[src/rtl/fsr_pkg.sv]
package fsr_pkg;
  localparam int STAT_W  = 8;
  localparam int N_ERR   = 4;
  localparam logic [STAT_W-1:0] STAT_RESET = 8'h80;

  // error vector order: [3] erase fail, [2] program fail, [1] supply bad, [0] lock hit
  localparam int ERR_ERASE = 3;
  localparam int ERR_PROG  = 2;
  localparam int ERR_VPP   = 1;
  localparam int ERR_LOCK  = 0;

  typedef enum logic [2:0] {
    ENG_IDLE,
    ENG_PROG_RUN,
    ENG_ERASE_RUN,
    ENG_PROG_PEND,
    ENG_ERASE_PEND,
    ENG_PROG_HALT,
    ENG_ERASE_HALT
  } eng_state_t;

  function automatic logic eng_is_ready(eng_state_t s);
    return (s == ENG_IDLE) || (s == ENG_PROG_HALT) || (s == ENG_ERASE_HALT);
  endfunction

  function automatic logic eng_is_pending(eng_state_t s);
    return (s == ENG_PROG_PEND) || (s == ENG_ERASE_PEND);
  endfunction

  function automatic logic [STAT_W-1:0] pack_status(
    input logic ready,
    input logic erase_halt,
    input logic prog_halt,
    input logic [N_ERR-1:0] err
  );
    logic [STAT_W-1:0] b;
    b    = '0;
    b[7] = ready;
    b[6] = erase_halt;
    b[5] = err[ERR_ERASE];
    b[4] = err[ERR_PROG];
    b[3] = err[ERR_VPP];
    b[2] = prog_halt;
    b[1] = err[ERR_LOCK];
    b[0] = 1'b0;
    return b;
  endfunction

  function automatic logic [N_ERR-1:0] next_flags(
    input logic [N_ERR-1:0] cur,
    input logic [N_ERR-1:0] set_vec,
    input logic             clr
  );
    return (clr ? '0 : cur) | set_vec;
  endfunction
endpackage

[src/rtl/fsr_engine_track.sv]
module fsr_engine_track
  import fsr_pkg::*;
(
  input  logic clk,
  input  logic rst_n,
  input  logic start_prog,
  input  logic start_erase,
  input  logic done,
  input  logic susp_req,
  input  logic paused,
  input  logic resume,
  output logic ready,
  output logic erase_halt,
  output logic prog_halt,
  output logic susp_pending
);
  eng_state_t state_q, state_d;

  always_comb begin
    state_d = state_q;
    unique case (state_q)
      ENG_IDLE: begin
        if (start_prog)       state_d = ENG_PROG_RUN;
        else if (start_erase) state_d = ENG_ERASE_RUN;
      end
      ENG_PROG_RUN: begin
        if (done)          state_d = ENG_IDLE;
        else if (susp_req) state_d = ENG_PROG_PEND;
      end
      ENG_ERASE_RUN: begin
        if (done)          state_d = ENG_IDLE;
        else if (susp_req) state_d = ENG_ERASE_PEND;
      end
      ENG_PROG_PEND: begin
        if (done)        state_d = ENG_IDLE;
        else if (paused) state_d = ENG_PROG_HALT;
      end
      ENG_ERASE_PEND: begin
        if (done)        state_d = ENG_IDLE;
        else if (paused) state_d = ENG_ERASE_HALT;
      end
      ENG_PROG_HALT: begin
        if (resume) state_d = ENG_PROG_RUN;
      end
      ENG_ERASE_HALT: begin
        if (resume) state_d = ENG_ERASE_RUN;
      end
      default: state_d = ENG_IDLE;
    endcase
  end

  always_ff @(posedge clk or negedge rst_n) begin
    if (!rst_n) state_q <= ENG_IDLE;
    else        state_q <= state_d;
  end

  assign ready        = eng_is_ready(state_q);
  assign susp_pending = eng_is_pending(state_q);
  assign erase_halt   = (state_q == ENG_ERASE_HALT);
  assign prog_halt    = (state_q == ENG_PROG_HALT);
endmodule

[src/rtl/fsr_err_flags.sv]
module fsr_err_flags #(
  parameter int N_FLAGS = 4
) (
  input  logic               clk,
  input  logic               rst_n,
  input  logic [N_FLAGS-1:0] set_vec,
  input  logic               clr,
  output logic [N_FLAGS-1:0] flags
);
  for (genvar i = 0; i < N_FLAGS; i++) begin : g_flag
    logic q;
    always_ff @(posedge clk or negedge rst_n) begin
      if (!rst_n)          q <= 1'b0;
      else if (set_vec[i]) q <= 1'b1;
      else if (clr)        q <= 1'b0;
    end
    assign flags[i] = q;
  end
endmodule

[src/rtl/fsr_read_latch.sv]
module fsr_read_latch #(
  parameter int                 W         = 8,
  parameter logic [W-1:0]       RESET_VAL = '0
) (
  input  logic         clk,
  input  logic         rst_n,
  input  logic         ce_n,
  input  logic         oe_n,
  input  logic [W-1:0] live,
  output logic [W-1:0] snap,
  output logic         strobe_fall
);
  logic ce_prev, oe_prev;
  logic [W-1:0] snap_q;

  assign strobe_fall = (ce_prev & ~ce_n) | (oe_prev & ~oe_n);

  always_ff @(posedge clk or negedge rst_n) begin
    if (!rst_n) begin
      ce_prev <= 1'b1;
      oe_prev <= 1'b1;
      snap_q  <= RESET_VAL;
    end else begin
      ce_prev <= ce_n;
      oe_prev <= oe_n;
      if (strobe_fall) snap_q <= live;
    end
  end

  assign snap = snap_q;
endmodule

[src/rtl/flash_status_reg.sv]
module flash_status_reg
  import fsr_pkg::*;
(
  input  logic              clk,
  input  logic              rst_n,
  input  logic              evt_start_prog,
  input  logic              evt_start_erase,
  input  logic              evt_done,
  input  logic              evt_susp_req,
  input  logic              evt_paused,
  input  logic              evt_resume,
  input  logic              evt_fail_erase,
  input  logic              evt_fail_prog,
  input  logic              evt_vpp_bad,
  input  logic              evt_lock_err,
  input  logic              evt_clear,
  input  logic              ce_n,
  input  logic              oe_n,
  output logic [STAT_W-1:0] rd_data
);
  logic              eng_ready, eng_erase_halt, eng_prog_halt, susp_pending;
  logic [N_ERR-1:0]  err_set, err_flags;
  logic [STAT_W-1:0] live_stat;
  logic              strobe_fall;

  fsr_engine_track i_eng (
    .clk          (clk),
    .rst_n        (rst_n),
    .start_prog   (evt_start_prog),
    .start_erase  (evt_start_erase),
    .done         (evt_done),
    .susp_req     (evt_susp_req),
    .paused       (evt_paused),
    .resume       (evt_resume),
    .ready        (eng_ready),
    .erase_halt   (eng_erase_halt),
    .prog_halt    (eng_prog_halt),
    .susp_pending (susp_pending)
  );

  always_comb begin
    err_set            = '0;
    err_set[ERR_ERASE] = evt_fail_erase;
    err_set[ERR_PROG]  = evt_fail_prog;
    err_set[ERR_VPP]   = evt_vpp_bad;
    err_set[ERR_LOCK]  = evt_lock_err;
  end

  fsr_err_flags #(.N_FLAGS(N_ERR)) i_err (
    .clk     (clk),
    .rst_n   (rst_n),
    .set_vec (err_set),
    .clr     (evt_clear),
    .flags   (err_flags)
  );

  assign live_stat = pack_status(eng_ready, eng_erase_halt, eng_prog_halt, err_flags);

  fsr_read_latch #(.W(STAT_W), .RESET_VAL(STAT_RESET)) i_latch (
    .clk         (clk),
    .rst_n       (rst_n),
    .ce_n        (ce_n),
    .oe_n        (oe_n),
    .live        (live_stat),
    .snap        (rd_data),
    .strobe_fall (strobe_fall)
  );
endmodule

[config.mk]
export PLATFORM = sky130hd
export DESIGN_NAME = flash_status_reg
export DESIGN_NICKNAME = d
export VERILOG_FILES = /design/src/rtl/fsr_pkg.sv /design/src/rtl/fsr_engine_track.sv /design/src/rtl/fsr_err_flags.sv /design/src/rtl/fsr_read_latch.sv /design/src/rtl/flash_status_reg.sv
export SDC_FILE = /design/constraint.sdc
export NUM_CORES = 1
export LEC_CHECK = 0
export CAP_MARGIN = 20
export CORE_ASPECT_RATIO = 0.75
export CORE_MARGIN = 2
export CORE_UTILIZATION = 46
export DETAILED_ROUTE_END_ITERATION = 10
export PLACE_DENSITY_LB_ADDON = 0.15
export SLEW_MARGIN = 20
export SYNTH_ARGS = -nofsm -noshare
export SYNTH_HDL_FRONTEND = slang
export SYNTH_HIERARCHICAL = 1
export SYNTH_SLANG_ARGS = --single-unit
[constraint.sdc]
create_clock -name clk -period 1.9 [get_ports clk]
set_input_delay 0.285 -clock clk [delete_from_list [all_inputs] [get_ports clk]]
set_output_delay 0.285 -clock clk [all_outputs]
set_load 0.005 [all_outputs]
# Yosys cells after proc, flatten, opt, wreduce, memory -nomap -nowiden
# Index checks and enable logic that the tools add are counted.
[op_classes]
n_eq_ne = 13
mux = 18
n_bitwise = 5
reduce_logical = 8
[op_table]
columns = ["op", "count"]
rows = [
  ["$mux W3", 12],
  ["$pmux W3 S7", 1],
  ["$ne A3 B3 Y1 const B", 5],
  ["$eq A3 B3 Y1 const B", 3],
  ["$reduce_bool A2 Y1", 4],
  ["$reduce_and A7 Y1", 1],
  ["$eq A3 B2 Y1 const B", 2],
  ["$mux W1", 5],
  ["$ne A2 B2 Y1 const B", 2],
  ["$eq A3 B1 Y1 const B", 1],
  ["$logic_not A3 Y1", 1],
  ["$and A1 B1 Y1", 2],
  ["$logic_or A1 B1 Y1", 2],
  ["$not A1 Y1", 2],
  ["$or A1 B1 Y1", 1],
]
[totals]
register_bits = 16
wordCells = 52

# Longest topological paths before layout
[logic_depth]
word_depth = 3
depth_mapped = 5
mapped_depth_nobuf = 4

# Cells and area by module
# The synthesis kept the hierarchy.
[by_module_without_submodules]
columns = ["mod", "n_inst", "cells_each", "area_per_inst_um2"]
rows = [
  ["fsr_read_latch", 1, 21, 371.6],
  ["fsr_engine_track", 1, 36, 302.8],
  ["fsr_err_flags", 1, 13, 163.9],
  ["flash_status_reg", 1, 1, 3.8],
]

# Worst setup path after synthesis
# OpenSTA, ideal clock, no wires.
[synth_timing]
path_kind = "flip-flop to flip-flop"
startpoint = "register i_eng.state_q[1]"
endpoint = "register i_eng.state_q[1]"
t_arrival_ps = 1364
path_slack_ps = 408
stages_incl_launch_ff = 6
synth_period_minus_slack_ps = 1492
cell_sequence = "dfrtp_1 buf_6 nand2b_1 o32a_1 o211ai_2 mux2_1"
[synth_via]
elab_chain_len = 3
[synth_rtl]
columns = ["item", "line_no", "text"]
rows = [
  ["start: declaration", "fsr_engine_track.sv:17", "eng_state_t state_q, state_d;"],
  ["start signal: assignment", "fsr_engine_track.sv:54", "else state_q <= state_d;"],
  ["$eq A3 B2 Y1, or another cell as far along", "n/a", ""],
  ["$ne A3 B3 Y1 (no line) / $ne A2 B2 Y1 (equally long branches)", "n/a", ""],
  ["$reduce_and A7 Y1 (no line)", "n/a", ""],
]
# Parallel ways exist; a longest one is shown, timed or not.
# A chain may end at the register's enable or synchronous reset.

# Worst setup path in the final report
# Same ends and word-level chain as after synthesis.

==> results.yml <==
critical_path:
  worstSetupPathType: "reg -> reg"
  cp-start-kind: "flip-flop"
  arrival_ps: 1800
  cp-startpoint: "i_eng/state_q[1]$_DFFE_PN0P_"
  cp.required_ps: 2070
  cp-end-kind: "flip-flop"
  r2r-start: "i_eng/state_q[1]$_DFFE_PN0P_"
  worstPathMaxFanout: 10
floorplan:
  num_rows: 13
  die_h_um: 40.83
  coreArea_um2: 1724
  start_util_pct: 48.26
  dieWidth_um: 53.11
  io_pins: 23
  dieArea_um2: 2168
global_routing:
  gr-usage-all-layers_pct: 17.10
  grt_overflow: 0
  grt_max_degree: 18
  grt_pass1_vias: 550
  grt_pass1_wl_um: 2456
  antenna_found_initial: 0
sta:
  rsz0062_at_grt: "false"
  hold_viol: 0
  skew_ps: 2.823
  setup_viol: 0
  finalCritPeriodShare_pct: 85.89
  slew_violations: 0
  period_needed_ps: 1632
  max_freq_mhz: 612.8
  final.setup.tns_ps: 0
clock_tree:
  numCtsBuffers: 3
  hold_buffers: 0
  cts_tree: "yes"
  cts_setup_buffers: 0
  ctsHtreeMaxLevel: 1
  cts_sinks: 17
  path_clk_slew_ps: 90
  cts_buffer_depth: 2
  cts_repair_resize_count: 0
  root_buffer: "clkbuf_4"
  clock_latency_ps: 280
pwr:
  p_per_area_nw_per_um2: 1003
  vdd_drop_max_mv: 0.5698
  p_leak_nw: 0.4611
  finalPower_mw: 1.068
job:
  drv_cap: 0
layout:
  finalNetCount: 107
  finalNonFillerCells: 113
  final_cell_mix: "clkdlybuf4s50_1, dfrtp_1, mux2_2"
  drive_gt1_share_pct: 24.18
  diodes: 0
  area_growth_pct: 27.97
  final_common_cell: "clkdlybuf4s50_1"
synthesis:
  avgSynthCellArea_um2: 11.89
  synth_nets: 85
  syn_inst: 70
  ys.warnings.count: 6
  syn_area_um2: 832.0
place:
  place.gp.congestion: 0.7519
  dp.cells: 109
  place.port_buffers: 22
  dpl.hpwl_um: 1093
status:
  status: "completed"
route:
  via_per_inst: 5.106
  via_count: 577
  drcViolationCount: 0
  firstDrtPassIters: 4
  wl_um: 1398
  ant_nets: 0
  wl_per_cell_um: 12.37
  drt_first_iter_violations: 5
min_path:
  hold_class: "in -> async"
## sequential cells by signal, summed over array words and instances (netlist names)
signal           cells
i_latch/snap         8
i_err/g_flag.q       4
i_eng/state_q        3
i_latch/ce_prev      1
i_latch/oe_prev      1
## area by class of cell
cell class / instances / area (µm²)
Sequential cell: 17 / 429.2
Clock buffer: 4 / 26.28
Timing Repair Buffer: 23 / 227.7
Fill cell: 157 / 659.4
Multi-Input combinational cell: 41 / 331.6
Inverter: 6 / 22.52
Tap cell: 22 / 27.53
## where the power goes
part / switching (mW) / total (mW) / internal [mW]
clock: 0.0992 / 0.181 / 0.0815
sequential: 0.0838 / 0.521 / 0.438
combinational: 0.140 / 0.366 / 0.226
## metal layers
layer | global-route usage (%) | vias to the layer above | share of wire, %
met5 | 0 | - | 0
li1 | - | 278 | -
met4 | 7.692 | 0 | 1.6
met2 | 24.38 | 17 | 42
met1 | 22.48 | 277 | 50
met3 | 7.664 | 5 | 5.8
## final timing paths
| kind | to | slack (ps) | cells after the start |
|---|---|---|---|
| worst max-delay path | i_eng/state_q[1]$_DFFE_PN0P_ | 270 | 4 |
| worst min-delay path | i_err/g_flag[0].q$_DFFE_PN0P_ | 310 | 2 |
| worst max register to register | i_eng/state_q[1]$_DFFE_PN0P_ | 270 | 4 |
| worst min register to register | i_err/g_flag[3].q$_DFFE_PN0P_ | 480 | 1 |
| max in group asynchronous | i_latch/ce_prev$_DFF_PN1_ | 1340 | 2 |
| min in group clk | i_err/g_flag[3].q$_DFFE_PN0P_ | 480 | 1 |
## worst max-delay path: stages (launching register included)
cell and delay, ps:
dfrtp_1 510, nand2b_1 270, o32a_1 210, o211ai_2 190, mux2_1 340
## metrics by stage
stage / hold WS, ps / instance area [µm²] / util [%] / worst slack (ps)
2_1_floorplan: -10.59 / 832.0 / - / 421.5
4_1_cts: 310.8 / 1065 / 61.76 / 278.2
3_5_place_dp: 463.8 / 1039 / 60.23 / 102.5
5_1_grt: 331.4 / 1065 / 61.76 / 184.4
6_report: 311.7 / 1065 / 61.76 / 268.2
3_3_place_gp: 459.0 / 1039 / 60.23 / 137.0
Power figures use the tool's default switching activity.
